--- config.mk ---
export PLATFORM = sky130hd
export DESIGN_NAME = cputag_ingress
export DESIGN_NICKNAME = d
export VERILOG_FILES = /design/src/rtl/cputag_pkg.sv /design/src/rtl/cputag_hdr_buf.sv /design/src/rtl/cputag_decode.sv /design/src/rtl/cputag_err_cnt.sv /design/src/rtl/cputag_ingress.sv
export SDC_FILE = /design/constraint.sdc
export NUM_CORES = 1
export LEC_CHECK = 0
export BUFFER_PORTS_ARGS = -buffer_cell sky130_fd_sc_hd__clkbuf_2
export CORE_ASPECT_RATIO = 0.9
export CORE_MARGIN = 4
export CORE_UTILIZATION = 25
export CTS_CLUSTER_SIZE = 10
export DETAILED_ROUTE_END_ITERATION = 16
export GPL_TIMING_DRIVEN = 0
export SYNTH_ARGS = -nofsm -noshare
export SYNTH_HDL_FRONTEND = slang
export SYNTH_SLANG_ARGS = --single-unit
--- constraint.sdc ---
create_clock -name clk -period 2.67 [get_ports clk]
set_clock_uncertainty 0.05 [all_clocks]
set_input_delay 0 -clock clk [delete_from_list [all_inputs] [get_ports clk]]
set_output_delay 0 -clock clk [all_outputs]
set_load 0.05 [all_outputs]
--- src/rtl/cputag_pkg.sv ---
package cputag_pkg;

  localparam int MAC_BYTES = 12;
  localparam int TAG_BYTES = 8;
  localparam int HDR_BYTES = MAC_BYTES + TAG_BYTES;

  localparam int OFS_TYPE  = MAC_BYTES;
  localparam int OFS_PROTO = MAC_BYTES + 2;
  localparam int OFS_CTRL  = MAC_BYTES + 4;
  localparam int OFS_ALLOW = MAC_BYTES + 6;

  localparam logic [7:0] TAG_TYPE_HI = 8'h88;
  localparam logic [7:0] TAG_TYPE_LO = 8'h99;
  localparam logic [7:0] TAG_PROTO   = 8'h04;

  typedef enum logic [1:0] {
    ST_COLLECT,
    ST_DRAIN,
    ST_PASS,
    ST_DISCARD
  } pstate_e;

  typedef struct packed {
    logic       lid_en;
    logic [2:0] lid;
    logic       pri_en;
    logic [2:0] pri;
    logic       keep;
    logic       learn_dis;
    logic       allow;
  } ctl_t;

endpackage

--- src/rtl/cputag_hdr_buf.sv ---
module cputag_hdr_buf #(
  parameter int DEPTH = 20,
  localparam int CW = $clog2(DEPTH + 1)
) (
  input  logic          clk,
  input  logic          rst_n,
  input  logic          push,
  input  logic          push_sof,
  input  logic          push_eof,
  input  logic [7:0]    push_data,
  output logic [CW-1:0] fill,
  output logic          ended,
  output logic          slot_last,
  output logic [7:0]    bytes_o [DEPTH]
);

  logic [CW-1:0] wr_idx;
  logic [CW-1:0] fill_d;
  logic          ended_d;

  assign wr_idx    = push_sof ? '0 : fill;
  assign slot_last = (wr_idx == CW'(DEPTH - 1));

  always_comb begin
    fill_d  = fill;
    ended_d = ended;
    if (push) begin
      fill_d  = wr_idx + CW'(1);
      ended_d = push_eof;
    end
  end

  always_ff @(posedge clk or negedge rst_n) begin
    if (!rst_n) begin
      fill  <= '0;
      ended <= 1'b0;
    end else begin
      fill  <= fill_d;
      ended <= ended_d;
    end
  end

  for (genvar g = 0; g < DEPTH; g++) begin : g_ent
    logic [7:0] ent_q;
    logic       ent_we;
    assign ent_we = push && (wr_idx == CW'(g));
    always_ff @(posedge clk or negedge rst_n) begin
      if (!rst_n) begin
        ent_q <= '0;
      end else if (ent_we) begin
        ent_q <= push_data;
      end
    end
    assign bytes_o[g] = ent_q;
  end

  // the fill level never runs past the header depth
  assert_fill_bound_R3: assert property (@(posedge clk) disable iff (!rst_n)
    fill <= CW'(DEPTH));

endmodule

--- src/rtl/cputag_decode.sv ---
module cputag_decode
  import cputag_pkg::*;
#(
  parameter int NPORT = 7,
  parameter int DEPTH = HDR_BYTES,
  localparam int CW = $clog2(DEPTH + 1)
) (
  input  logic [7:0]       hb [DEPTH],
  input  logic [CW-1:0]    fill,
  output logic             take,
  output logic             drop,
  output ctl_t             ctl,
  output logic [NPORT-1:0] mask
);

  logic             hit;
  logic             proto_ok;
  logic [NPORT-1:0] raw_mask;
  logic             narrow;
  ctl_t             ctl_raw;

  assign hit = (fill == CW'(DEPTH)) &&
               (hb[OFS_TYPE] == TAG_TYPE_HI) &&
               (hb[OFS_TYPE + 1] == TAG_TYPE_LO);
  assign proto_ok = (hb[OFS_PROTO] == TAG_PROTO);
  assign take = hit && proto_ok;
  assign drop = hit && !proto_ok;

  for (genvar p = 0; p < NPORT; p++) begin : g_mbit
    assign raw_mask[p] = hb[OFS_ALLOW + 1 - p / 8][p % 8];
  end

  always_comb begin
    ctl_raw.lid_en    = hb[OFS_CTRL][7];
    ctl_raw.lid       = hb[OFS_CTRL][6:4];
    ctl_raw.pri_en    = hb[OFS_CTRL][3];
    ctl_raw.pri       = hb[OFS_CTRL][2:0];
    ctl_raw.keep      = hb[OFS_CTRL + 1][7];
    ctl_raw.learn_dis = hb[OFS_CTRL + 1][5];
    ctl_raw.allow     = hb[OFS_ALLOW][7];
  end

  assign narrow = ctl_raw.allow && (raw_mask != '0) && (raw_mask != '1);
  assign ctl    = take ? ctl_raw : '0;
  assign mask   = (take && narrow) ? raw_mask : '1;

endmodule

--- src/rtl/cputag_err_cnt.sv ---
module cputag_err_cnt #(
  parameter int W = 8
) (
  input  logic         clk,
  input  logic         rst_n,
  input  logic         inc,
  output logic [W-1:0] count
);

  logic [W-1:0] count_d;

  always_comb begin
    count_d = count;
    if (inc && (count != '1)) begin
      count_d = count + W'(1);
    end
  end

  always_ff @(posedge clk or negedge rst_n) begin
    if (!rst_n) begin
      count <= '0;
    end else begin
      count <= count_d;
    end
  end

  // the drop count only ever steps up by one
  assert_count_step_R8: assert property (@(posedge clk) disable iff (!rst_n)
    (count != $past(count)) |-> (count == $past(count) + W'(1)));

  // a saturated count stays saturated
  assert_count_sat_R8: assert property (@(posedge clk) disable iff (!rst_n)
    ($past(count) == '1) |-> (count == '1));

endmodule

--- src/rtl/cputag_ingress.sv ---
module cputag_ingress
  import cputag_pkg::*;
#(
  parameter int NPORT = 7,
  parameter int ERR_W = 8
) (
  input  logic             clk,
  input  logic             rst_n,
  input  logic             in_valid,
  output logic             in_ready,
  input  logic [7:0]       in_data,
  input  logic             in_sof,
  input  logic             in_eof,
  output logic             out_valid,
  input  logic             out_ready,
  output logic [7:0]       out_data,
  output logic             out_sof,
  output logic             out_eof,
  output logic             sb_lid_en,
  output logic [2:0]       sb_lid,
  output logic             sb_pri_en,
  output logic [2:0]       sb_pri,
  output logic             sb_keep,
  output logic             sb_learn_dis,
  output logic             sb_allow,
  output logic [NPORT-1:0] sb_port_mask,
  output logic [ERR_W-1:0] drop_count
);

  localparam int DEPTH = HDR_BYTES;
  localparam int CW    = $clog2(DEPTH + 1);

  pstate_e          state_q, state_d;
  logic [CW-1:0]    rd_q, rd_d;
  logic             push;
  logic [CW-1:0]    fill;
  logic             ended;
  logic             slot_last;
  logic [7:0]       hb [DEPTH];
  logic             take;
  logic             drop;
  ctl_t             ctl;
  logic [NPORT-1:0] mask;
  logic [CW-1:0]    last_idx;
  logic             drain_fire;
  logic             drain_end;
  logic             err_inc;
  logic             pass_fire;

  assign push = (state_q == ST_COLLECT) && in_valid;

  cputag_hdr_buf #(.DEPTH(DEPTH)) u_buf (
    .clk       (clk),
    .rst_n     (rst_n),
    .push      (push),
    .push_sof  (in_sof),
    .push_eof  (in_eof),
    .push_data (in_data),
    .fill      (fill),
    .ended     (ended),
    .slot_last (slot_last),
    .bytes_o   (hb)
  );

  cputag_decode #(.NPORT(NPORT), .DEPTH(DEPTH)) u_dec (
    .hb   (hb),
    .fill (fill),
    .take (take),
    .drop (drop),
    .ctl  (ctl),
    .mask (mask)
  );

  cputag_err_cnt #(.W(ERR_W)) u_err (
    .clk   (clk),
    .rst_n (rst_n),
    .inc   (err_inc),
    .count (drop_count)
  );

  assign last_idx   = take ? CW'(MAC_BYTES - 1) : fill - CW'(1);
  assign drain_fire = (state_q == ST_DRAIN) && !drop && out_ready;
  assign drain_end  = drain_fire && (rd_q == last_idx);
  assign err_inc    = (state_q == ST_DRAIN) && drop;
  assign pass_fire  = (state_q == ST_PASS) && in_valid && out_ready;

  // sideband: decoded straight from the held header, stable for the frame
  assign sb_lid_en    = ctl.lid_en;
  assign sb_lid       = ctl.lid;
  assign sb_pri_en    = ctl.pri_en;
  assign sb_pri       = ctl.pri;
  assign sb_keep      = ctl.keep;
  assign sb_learn_dis = ctl.learn_dis;
  assign sb_allow     = ctl.allow;
  assign sb_port_mask = mask;

  // stream outputs
  always_comb begin
    in_ready  = 1'b0;
    out_valid = 1'b0;
    out_data  = '0;
    out_sof   = 1'b0;
    out_eof   = 1'b0;
    unique case (state_q)
      ST_COLLECT: begin
        in_ready = 1'b1;
      end
      ST_DRAIN: begin
        out_valid = !drop;
        out_data  = hb[rd_q];
        out_sof   = (rd_q == '0);
        out_eof   = ended && (rd_q == last_idx);
      end
      ST_PASS: begin
        in_ready  = out_ready;
        out_valid = in_valid;
        out_data  = in_data;
        out_eof   = in_eof;
      end
      ST_DISCARD: begin
        in_ready = 1'b1;
      end
      default: begin
        in_ready = 1'b0;
      end
    endcase
  end

  // next state
  always_comb begin
    state_d = state_q;
    rd_d    = rd_q;
    unique case (state_q)
      ST_COLLECT: begin
        if (push && (in_eof || slot_last)) begin
          state_d = ST_DRAIN;
          rd_d    = '0;
        end
      end
      ST_DRAIN: begin
        if (drop) begin
          state_d = ended ? ST_COLLECT : ST_DISCARD;
          rd_d    = '0;
        end else if (drain_end) begin
          state_d = ended ? ST_COLLECT : ST_PASS;
          rd_d    = '0;
        end else if (drain_fire) begin
          rd_d = rd_q + CW'(1);
        end
      end
      ST_PASS: begin
        if (pass_fire && in_eof) begin
          state_d = ST_COLLECT;
        end
      end
      ST_DISCARD: begin
        if (in_valid && in_eof) begin
          state_d = ST_COLLECT;
        end
      end
      default: begin
        state_d = ST_COLLECT;
      end
    endcase
  end

  always_ff @(posedge clk or negedge rst_n) begin
    if (!rst_n) begin
      state_q <= ST_COLLECT;
      rd_q    <= '0;
    end else begin
      state_q <= state_d;
      rd_q    <= rd_d;
    end
  end

  // sideband unchanged until the end-of-frame beat is taken
  assert_sb_hold_R9: assert property (@(posedge clk) disable iff (!rst_n)
    (out_valid && !(out_ready && out_eof)) |=>
      $stable({sb_lid_en, sb_lid, sb_pri_en, sb_pri, sb_keep,
               sb_learn_dis, sb_allow, sb_port_mask}));

  // a stalled beat keeps its contents
  assert_beat_hold_R11: assert property (@(posedge clk) disable iff (!rst_n)
    (out_valid && !out_ready) |=>
      (out_valid && $stable(out_data) && $stable(out_sof) && $stable(out_eof)));

  // the reported mask is never empty
  assert_mask_nonzero_R6: assert property (@(posedge clk) disable iff (!rst_n)
    sb_port_mask != '0);

  // a frame that ends inside the header returns to collection
  assert_short_return_R2: assert property (@(posedge clk) disable iff (!rst_n)
    ((state_q == ST_DRAIN) && out_valid && out_ready && out_eof) |=>
      (state_q == ST_COLLECT));

  // a discarded frame shows no output beat
  assert_discard_quiet_R8: assert property (@(posedge clk) disable iff (!rst_n)
    $rose(drop_count != '0) |-> !out_valid);

endmodule

==> results list, run 1 <==
- Outcome: finished, violations left
- The final reports fail on negative setup slack.
* HPWL after DPL: 17100 um
- Peak VDD IR: 0.000543 V
- Net count after synthesis: 682
* Final RePlAce weighted congestion: 0.822
- Post-synth EDFFs: 0
* Vias in the first global route: 6111
* Clock insertion delay at the later pin of the skew report: 0.43 ns
* Static power due to leakage: 5.09 nW
- The routed design has 25000 um of wire.
* Syn Inst Count: 655
* Reported net switching power: 3.94 mW
- Capturing point of the worst reg2reg path: rd_q[2]
* Number of buffers created by CTS: 17
* Power density cells: 984 nW/um^2
- Number of antenna violations at the first check in global routing: 1
* Unrepaired setup endpoints after global routing: yes
- The total overflow left after global routing is 0.
- For this configuration, the core starts out at a cell density of 0.254.
- In the global route stage, met1 resource usage came out at 0.171.
* Final Power: 11.1 mW
* Final worst-path setup slack: -0.357 ns
- For this run, the leading register cell type out of synthesis is dfrtp_1.
- TritonCTS built the clock tree.
- At the pin with the least slew margin, the transition time is 0.786 ns.
* Fraction of registers with async set or reset after synthesis: 1.00
* Final period util: 1.13
* Largest net degree at the start of global routing: 93
- In this run the tightest slew margin relative to its limit is 0.476.
* Antenna cell count: 0
* Cell at the root of the clock tree: clkbuf_16
- CTS built an H-tree with a depth of 4.
* Arrival time of the worst setup path: 2.98 ns
- The die is 210 um wide.
- Grt met2 use: 0.197
- Leaving out fill and tap cells, the most frequent cell in the layout is dfrtp_1.
- For this run, the number of Yosys warnings is 0.
* Crit path kind: flip-flop to output port
* Post-route DRC: 0
* Core Box Area: 36300 sq um
- Clock Tree Buf Depth: 2
* Antenna-violating nets left: 0
- Of the total power, the clock network draws 0.226.
* Global-route wire length before repair: 37900 um
* Proportion of power drawn by combinational gates: 0.427
- R2R cell count: 8
- The net count of the finished layout is 780.
- Derived from the worst setup path, the maximum achievable clock frequency is 330 MHz.
* Number of violations reported at the end of detailed-routing iteration 0: 587
- Setup violations remaining at the end of the flow were counted as 8.
* Area growth from synthesis to layout: 22.0%
- Detail-routed via count per cell: 4.92
- Net Sw Frac: 0.356
* Setup crit end kind: output port
- For this run, the total global-route usage over all layers was measured as 0.124.
- DR vias: 6113
- The min-delay analysis places its worst path in the category input pin to asynchronous set/reset pin.
* Buffers on Ports: 50
- Commonest cells after routing, fill and taps aside: 180 x dfrtp_1, 162 x mux2_2, 38 x mux4_2
- Number of violations of the max-capacitance limit: 0
- Die ar.: 40000 sq um
- DIE HEIGHT: 190 um
* Number of flip-flops and latches in the synthesized netlist: 181
- Number of clock sinks seen by CTS: 181
- Of all nets on the critical path, the largest fanout is 9.
* Internal portion of total power: 7.12 mW
* First drt pass iteration count: 6
- Reg2Reg Setup Slack: 0.19 ns
* Minimum clock period: 3.03 ns
- The synthesized netlist occupies a cell area of 9210 sq um.
- Fraction of final layout cells with drive strength greater than 1: 0.491
- Routed length per instance: 20.1 um
- The worst setup path is launched from a flip-flop.
- In this run, distinct cell masters in the synthesized netlist total 55.
* Fraction of power consumed by sequential logic: 0.347
* Launching point of the worst reg2reg path: u_buf.g_ent[12].ent_q[1]
- Most Crowded Layer GR: met2
- At the worst endpoint, the required time is 2.62 ns.
* Clock slew seen by the registers of the worst setup and hold paths: 0.07 ns
- Boundary pin count: 52
- Site row count: 66
* Sequential share of the synthesized area: 0.492
- The hold violation count in the final report came to 0.
- The tightest hold path in the finished design has a slack of 0.0923 ns.
- Met3 usage: 0.0358
* Number of pins with negative max-slew slack in the final report: 0
- Post-synthesis area per instance: 14.1 sq um
## sequential cells by signal, summed over array words and instances, names as in the netlist
| signal | cells |
|---|---|
| u_buf.g_ent.ent_q | 160 |
| state_q | 2 |
| u_err.count | 8 |
| rd_q | 5 |
| u_buf.ended | 1 |
| u_buf.fill | 5 |
## stage by stage
step | instance area [sq um] | setup WS, ns | TNS (ns) | instances | util
3_5_place_dp | 10100 | -0.193 | -1.32 | 1182 | 0.278
3_3_place_gp | 10100 | -1.92 | -346.07 | 1181 | 0.277
6_report | 11200 | -0.357 | -2.30 | 1242 | 0.310
2_1_floorplan | 9210 | 0.136 | 0 | 655 | -
5_1_grt | 11200 | -0.380 | -2.95 | 1242 | 0.310
4_1_cts | 11100 | -0.290 | -2.11 | 1232 | 0.305
## routing by layer
metal | vias up | wire, um
met3 | 21 | 1390
met4 | 2 | 221
li1 | 2640 | -
met5 | - | 13
met2 | 168 | 11800
met1 | 3282 | 11600
## power groups by stage
stage / clock (mW) / sequential [mW] / combinational (mW)
after floorplan: 0 / 3.68 / 3.03
after global placement: 0 / 3.79 / 3.97
after detailed placement: 0 / 3.82 / 4.03
after CTS: 2.53 / 3.81 / 4.49
after global routing: 2.65 / 3.91 / 5.01
final: 2.50 / 3.84 / 4.72
## cell families after synthesis
group | synth area share
muxes | 0.325
DFF | 0.492
buffers and inverters | 0.0356
and+or+nand+nor | 0.0800
AOI/OAI and AO/OA | 0.0368
xor gates and xnor gates | 0.0129
adders and majority gates | 0.0177
## worst max path at each step
stage	from	endpoint	slack, ns	depth (start not counted)
after floorplan	u_buf.fill[0]	sb_port_mask[0]	0.14	8
after global placement	rst_n	u_buf.g_ent[1].ent_q[4]	-1.92	1
after detailed placement	state_q[0]	rd_q[4]	-0.19	9
after CTS	rd_q[0]	out_data[0]	-0.29	7
after global routing	rd_q[0]	out_data[0]	-0.38	7
final	rd_q[0]	out_data[6]	-0.36	8
## final cells by class
cell class                      instances  area (sq um)
Fill cell                            3631         25000
Sequential cell                       181          4530
Multi-Input combinational cell        417          4510
Timing Repair Buffer                   82           691
Tap cell                              476           596
Clock buffer                           21           460
Buffer                                 43           292
Clock inverter                         11           116
Inverter                               11          41.3
## critical path, stage by stage, from the launching register on
cell and delay, ns:
dfrtp_1 0.41, buf_12 0.18, buf_6 0.11, clkbuf_16 0.14
mux4_2 0.53, mux4_2 0.54, a222oi_1 0.33, nor2b_1 0.11
clkbuf_8 0.19
## Yosys cell counts, drive strengths merged (4+ instances only)
cell type	instances	area share
buf	16	0.017
nand3	24	0.013
or2	6	0.0041
a21oi	5	0.0027
clkbuf	29	0.013
and3	4	0.0027
xnor2	7	0.0067
a222oi	8	0.0087
nor3	5	0.0027
xor2	4	0.0038
o21ai	15	0.0082
nor4b	4	0.0045
dfrtp	181	0.49
mux4	48	0.13
inv	11	0.0045
mux2	162	0.20
nor2	12	0.0049
nor3b	6	0.0049
nand4	5	0.0034
nand2	34	0.014
and2	16	0.011
ha	13	0.018
nor2b	10	0.0068
## timing repair
action                     CTS  global route
setup endpoints to repair   82           127
hold buffers                 5             0
buffers inserted            14            10
hold endpoints to repair    93             0
gates cloned                 0             2
pin swaps                   12             5
gates resized for setup     79            15
Note: power is estimated with default switching activity, not from simulation.
==> inputs of run 2 (changes only) <==
Settings changed: ABC_AREA set to 1, PLACE_DENSITY_LB_ADDON set to 0.05.
==> run 2 against run 1 <==
  * The flow now finishes without violations
  * Highest routed layer is now met4
  * Largest cell class unchanged
  * Critical endpoint is now out_data[5]
  * Die area is 2.5% lower
  * Final cell count rose by 37%
  * Area after synthesis down 2.6%
==> results list, run 2 <==
* Power density cells: 946 nW/um^2 (-3.9%)
- HPWL after DPL: 25700 um (+50%)
- Multiplexer share of the synthesized area: 0 (-0.325)
* Setup crit end kind: output port
* Fmax: 385 MHz (+17%)
* Most used standard cells in the synthesized netlist: 280 x nand2_1, 240 x o21ai_0, 181 x dfrtp_1
- The data arrival time of the worst path came to 2.55 ns (-0.43 ns).
- The share of post-route cells with drive strength above 1 was 0.137 (-0.354).
* Number of flip-flops under the largest register name: 160 (unchanged)
- The fraction of registers with async set or reset after synthesis was 1.00 (unchanged).
- Top post-synthesis cells by area: dfrtp_1 50%, o21ai_0 13%, nand2_1 12%, nor2_1 4.1%, inv_1 3.1%
- The worst hold path belongs to the class input pin to asynchronous set/reset pin.
* Residual overflow from global routing: 0 (unchanged)
- Detail-routed via count per cell: 4.80 (-2.5%)
* Vias in the first global route: 8192 (+34%)
- Critical path cell sequence: inv_4 -> clkbuf_4 -> o21ai_0 -> o22ai_2 -> nand2_1 -> nand3_1 -> o21ai_1 -> a31oi_1 -> buf_4
- Peak VDD IR: 0.000433 V (-20%)
- Top flop regs: u_buf.g_ent.ent_q (160), u_err.count (8)
* Reg2Reg Setup Slack: 0.08 ns (-0.11 ns)
- The total vias in the final route came to 8163 (+34%).
- The number of cells produced by synthesis is 1135 (+73%).
- The maximum level of the CTS H-tree came to 4 (unchanged).
* Largest net degree at the start of global routing: 81 (-13%)
* Library cell contributing the largest single delay on the critical path: dfrtp_2
- The number of routed nets with antenna violations is 0 (unchanged).
- Number of buffers created by CTS: 17 (unchanged)
* Static power due to leakage: 4.72 nW (-7.2%)
* Count of final setup violators: 0 (-8)
- The depth of the worst register-to-register path was 10 (+2).
* Most numerous cell in the Yosys netlist: nand2_1
- The total detailed-routing wirelength is 35800 um (+43%).
- The first-iteration detailed-routing DRC count was 525 (-11%).
- Placed cell count: 1657 (+40%)
- The biggest area contributor in the post-synthesis netlist is dfrtp_1.
- The count of filler cells inserted in the layout was 3853 (+6.1%).
* Routed length per instance: 21.1 um (+4.7%)
- Launching point of the worst reg2reg path: state_q[0]
* Required arrival time at the worst endpoint: 2.62 ns (about the same)
* Number of flip-flops and latches in the synthesized netlist: 181 (unchanged)
- The total global routing track utilization is 0.185 (+0.0610).
* Site row count: 65 (-1.5%)
- Setup repair after global routing could not meet its margin everywhere.
- Final RePlAce weighted congestion: 0.856 (+4.1%)
* Number of clock sinks seen by CTS: 181 (unchanged)
- Net count after synthesis: 1162 (+70%)
- The quantity of I/O buffers inserted on ports was 51 (+2.0%).
- The total core area came to 35200 sq um (-2.9%).
* Global-route wire length before repair: 54300 um (+43%)
- Effective utilization at floorplan: 0.255 (+0.000767)
- The adder and majority cell fraction of the synthesized area was 0.0181 (+0.000466).
* Die width: 208 um (-1.2%)
- Minimum clock period: 2.60 ns (-0.431 ns)
* Clock insertion delay at the later pin of the skew report: 0.46 ns (+0.03 ns)
* Clock slew seen by the registers of the worst setup and hold paths: 0.07 ns (about the same)
* Dominant combinational cell family by area after synthesis: simple AND/OR/NAND/NOR gates
- The initial antenna violation count came to 0 (-1).
- The fraction of the mapped netlist area in compound gates is 0.192 (+0.155).
* Footprint of the multi-input gates: 4010 sq um (-11%)
- Number of violations of the max-capacitance limit: 0 (unchanged)
- Post-synthesis area per instance: 7.91 sq um (-44%)
- The netlist area before placement came to 8970 sq um (-2.6%).
- Final std cells w/o fill: 1701 (+37%)
- The maximum count of clock buffers along a single path is 2 (unchanged).
- The highest cell delay on the worst timing path was 0.47 ns (-0.07 ns).
* Slew @ Worst Pin: 0.865 ns (+0.0791 ns)
- Compared with the post-synthesis result, the final layout area differs by 20.8%.
- The final worst hold slack came to 0.0488 ns (-0.0435 ns).
* Post-synth EDFFs: 0 (unchanged)
- Cell at the root of the clock tree: clkbuf_16
* Number of pins with negative max-slew slack in the final report: 0 (unchanged)
- The flow ran to the end, and the final reports show no timing, DRC or antenna violations.
- The peak fanout along the critical path came to 10 (+1).
- Clock tree from TritonCTS: built
- Boundary pin count: 52 (unchanged)
- Leaving out fill and tap cells, the most frequent cell in the layout is nand2_1.
- STA classifies the critical path startpoint as a flip-flop.
- Crit path kind: flip-flop to output port
* Xor/xnor share of the synthesized area: 0.0117 (-0.00119)
* Capturing point of the worst reg2reg path: u_buf.g_ent[11].ent_q[6]
- Ranked by flip-flop count, first place goes to u_buf.g_ent.ent_q.
* Number of different library cells in the post-synthesis netlist: 36 (-35%)
- The yosys synthesis warning count was 0 (unchanged).
* Hold Vio Cnt, Final: 0 (unchanged)
- The register area is 4530 sq um (unchanged).
- The number of iterations in the first detailed-routing pass came to 6 (unchanged).
- Final #Nets: 1245 (+60%)
- The simple-gate share of the synthesized area came to 0.212 (+0.132).
* Die ar.: 39000 sq um (-2.5%)
- Final period util: 0.973 (-0.161)
- Commonest cells after routing, fill and taps aside: 277 x nand2_1, 232 x o21ai_0, 180 x dfrtp_1
* Relative slew slack: 0.423 (-0.0527)
- The post-synthesis sequential area ratio came to 0.505 (+0.0130).
- Cell area after layout: 10800 sq um (-3.5%)
- DIE HEIGHT: 188 um (-1.2%)
- The cell area reported after detailed placement is 9880 sq um (-2.1%).
* Primary FF master, synth: dfrtp_1
- The final routed DRC violation total was 0 (unchanged).
* Fraction of synthesized cell area taken by the top area cell type: 0.505 (+0.0130)
[run 2: how the worst max path moves through the flow]
stage | end | cells after the start | slack (ns) | start
floorplan | sb_port_mask[0] | 10 | 0.07 | u_buf.fill[0]
global placement | u_buf.g_ent[16].ent_q[5] | 1 | -2.47 | rst_n
detailed placement | out_data[4] | 10 | -0.14 | rd_q[1]
CTS | out_data[3] | 9 | 0.005 | rd_q[0]
global route | u_buf.g_ent[2].ent_q[6] | 10 | -0.13 | state_q[0]
finish | out_data[5] | 9 | 0.07 | rd_q[0]
[run 2: cell type report]
| type | instances | area share |
|---|---|---|
| Clock inverter | 15 | 0.0122 |
| Clock buffer | 17 | 0.0392 |
| Multi-Input combinational cell | 810 | 0.370 |
| Timing Repair Buffer | 64 | 0.0446 |
| Antenna cell | 1 | 0.000231 |
| Buffer | 64 | 0.0334 |
| Sequential cell | 181 | 0.418 |
| Inverter | 80 | 0.0282 |
| Tap cell | 469 | 0.0541 |
[run 2: critical path: cells and delay by family, from the launching register on]
kind	cells	cell delay, ns
AND/OR/NAND/NOR	2	0.30
flip-flops	1	0.47
buffers and inverters	3	0.65
AO/OA/AOI/OAI	4	0.65
[run 2: routing by layer]
layer | wire length, um | GRT usage | part of all wire
met5 | 0 | 0 | 0
met4 | 327 | 0.0311 | 0.0091
met3 | 1300 | 0.0331 | 0.036
met2 | 15600 | 0.279 | 0.43
met1 | 18600 | 0.282 | 0.52
[run 2: logic make-up after synthesis]
group           count (synthesis)
buf+inv                       145
compound gates                329
fa+ha+maj                      13
flops                         181
simple gates                  455
xor+xnor                       12
[run 2: per-stage QoR]
stage               TNS, ns  power (mW)  setup slack, ns  utilization
finish                    0        10.3           0.0733        0.308
global route          -2.55        10.9           -0.126        0.308
CTS                       0        10.3          0.00502        0.306
detailed placement   -0.733        7.42           -0.143        0.281
global placement    -441.66        7.43            -2.47        0.279
floorplan                 0        5.94           0.0700            -
[run 2: power breakdown]
group          switching [mW]  internal (mW)
Clock                    1.31           1.23
Combinational            2.85           1.30
Sequential              0.321           3.24
Total                    4.47           5.78
[run 2: what timing repair did]
action	4_1_cts	5_1_grt
resized for setup	73	37
hold buffers	7	0
buffers inserted	4	0
cloned	1	0
pin swaps	4	1
hold endpoints to repair	108	0
endpoints found under the setup margin	26	94
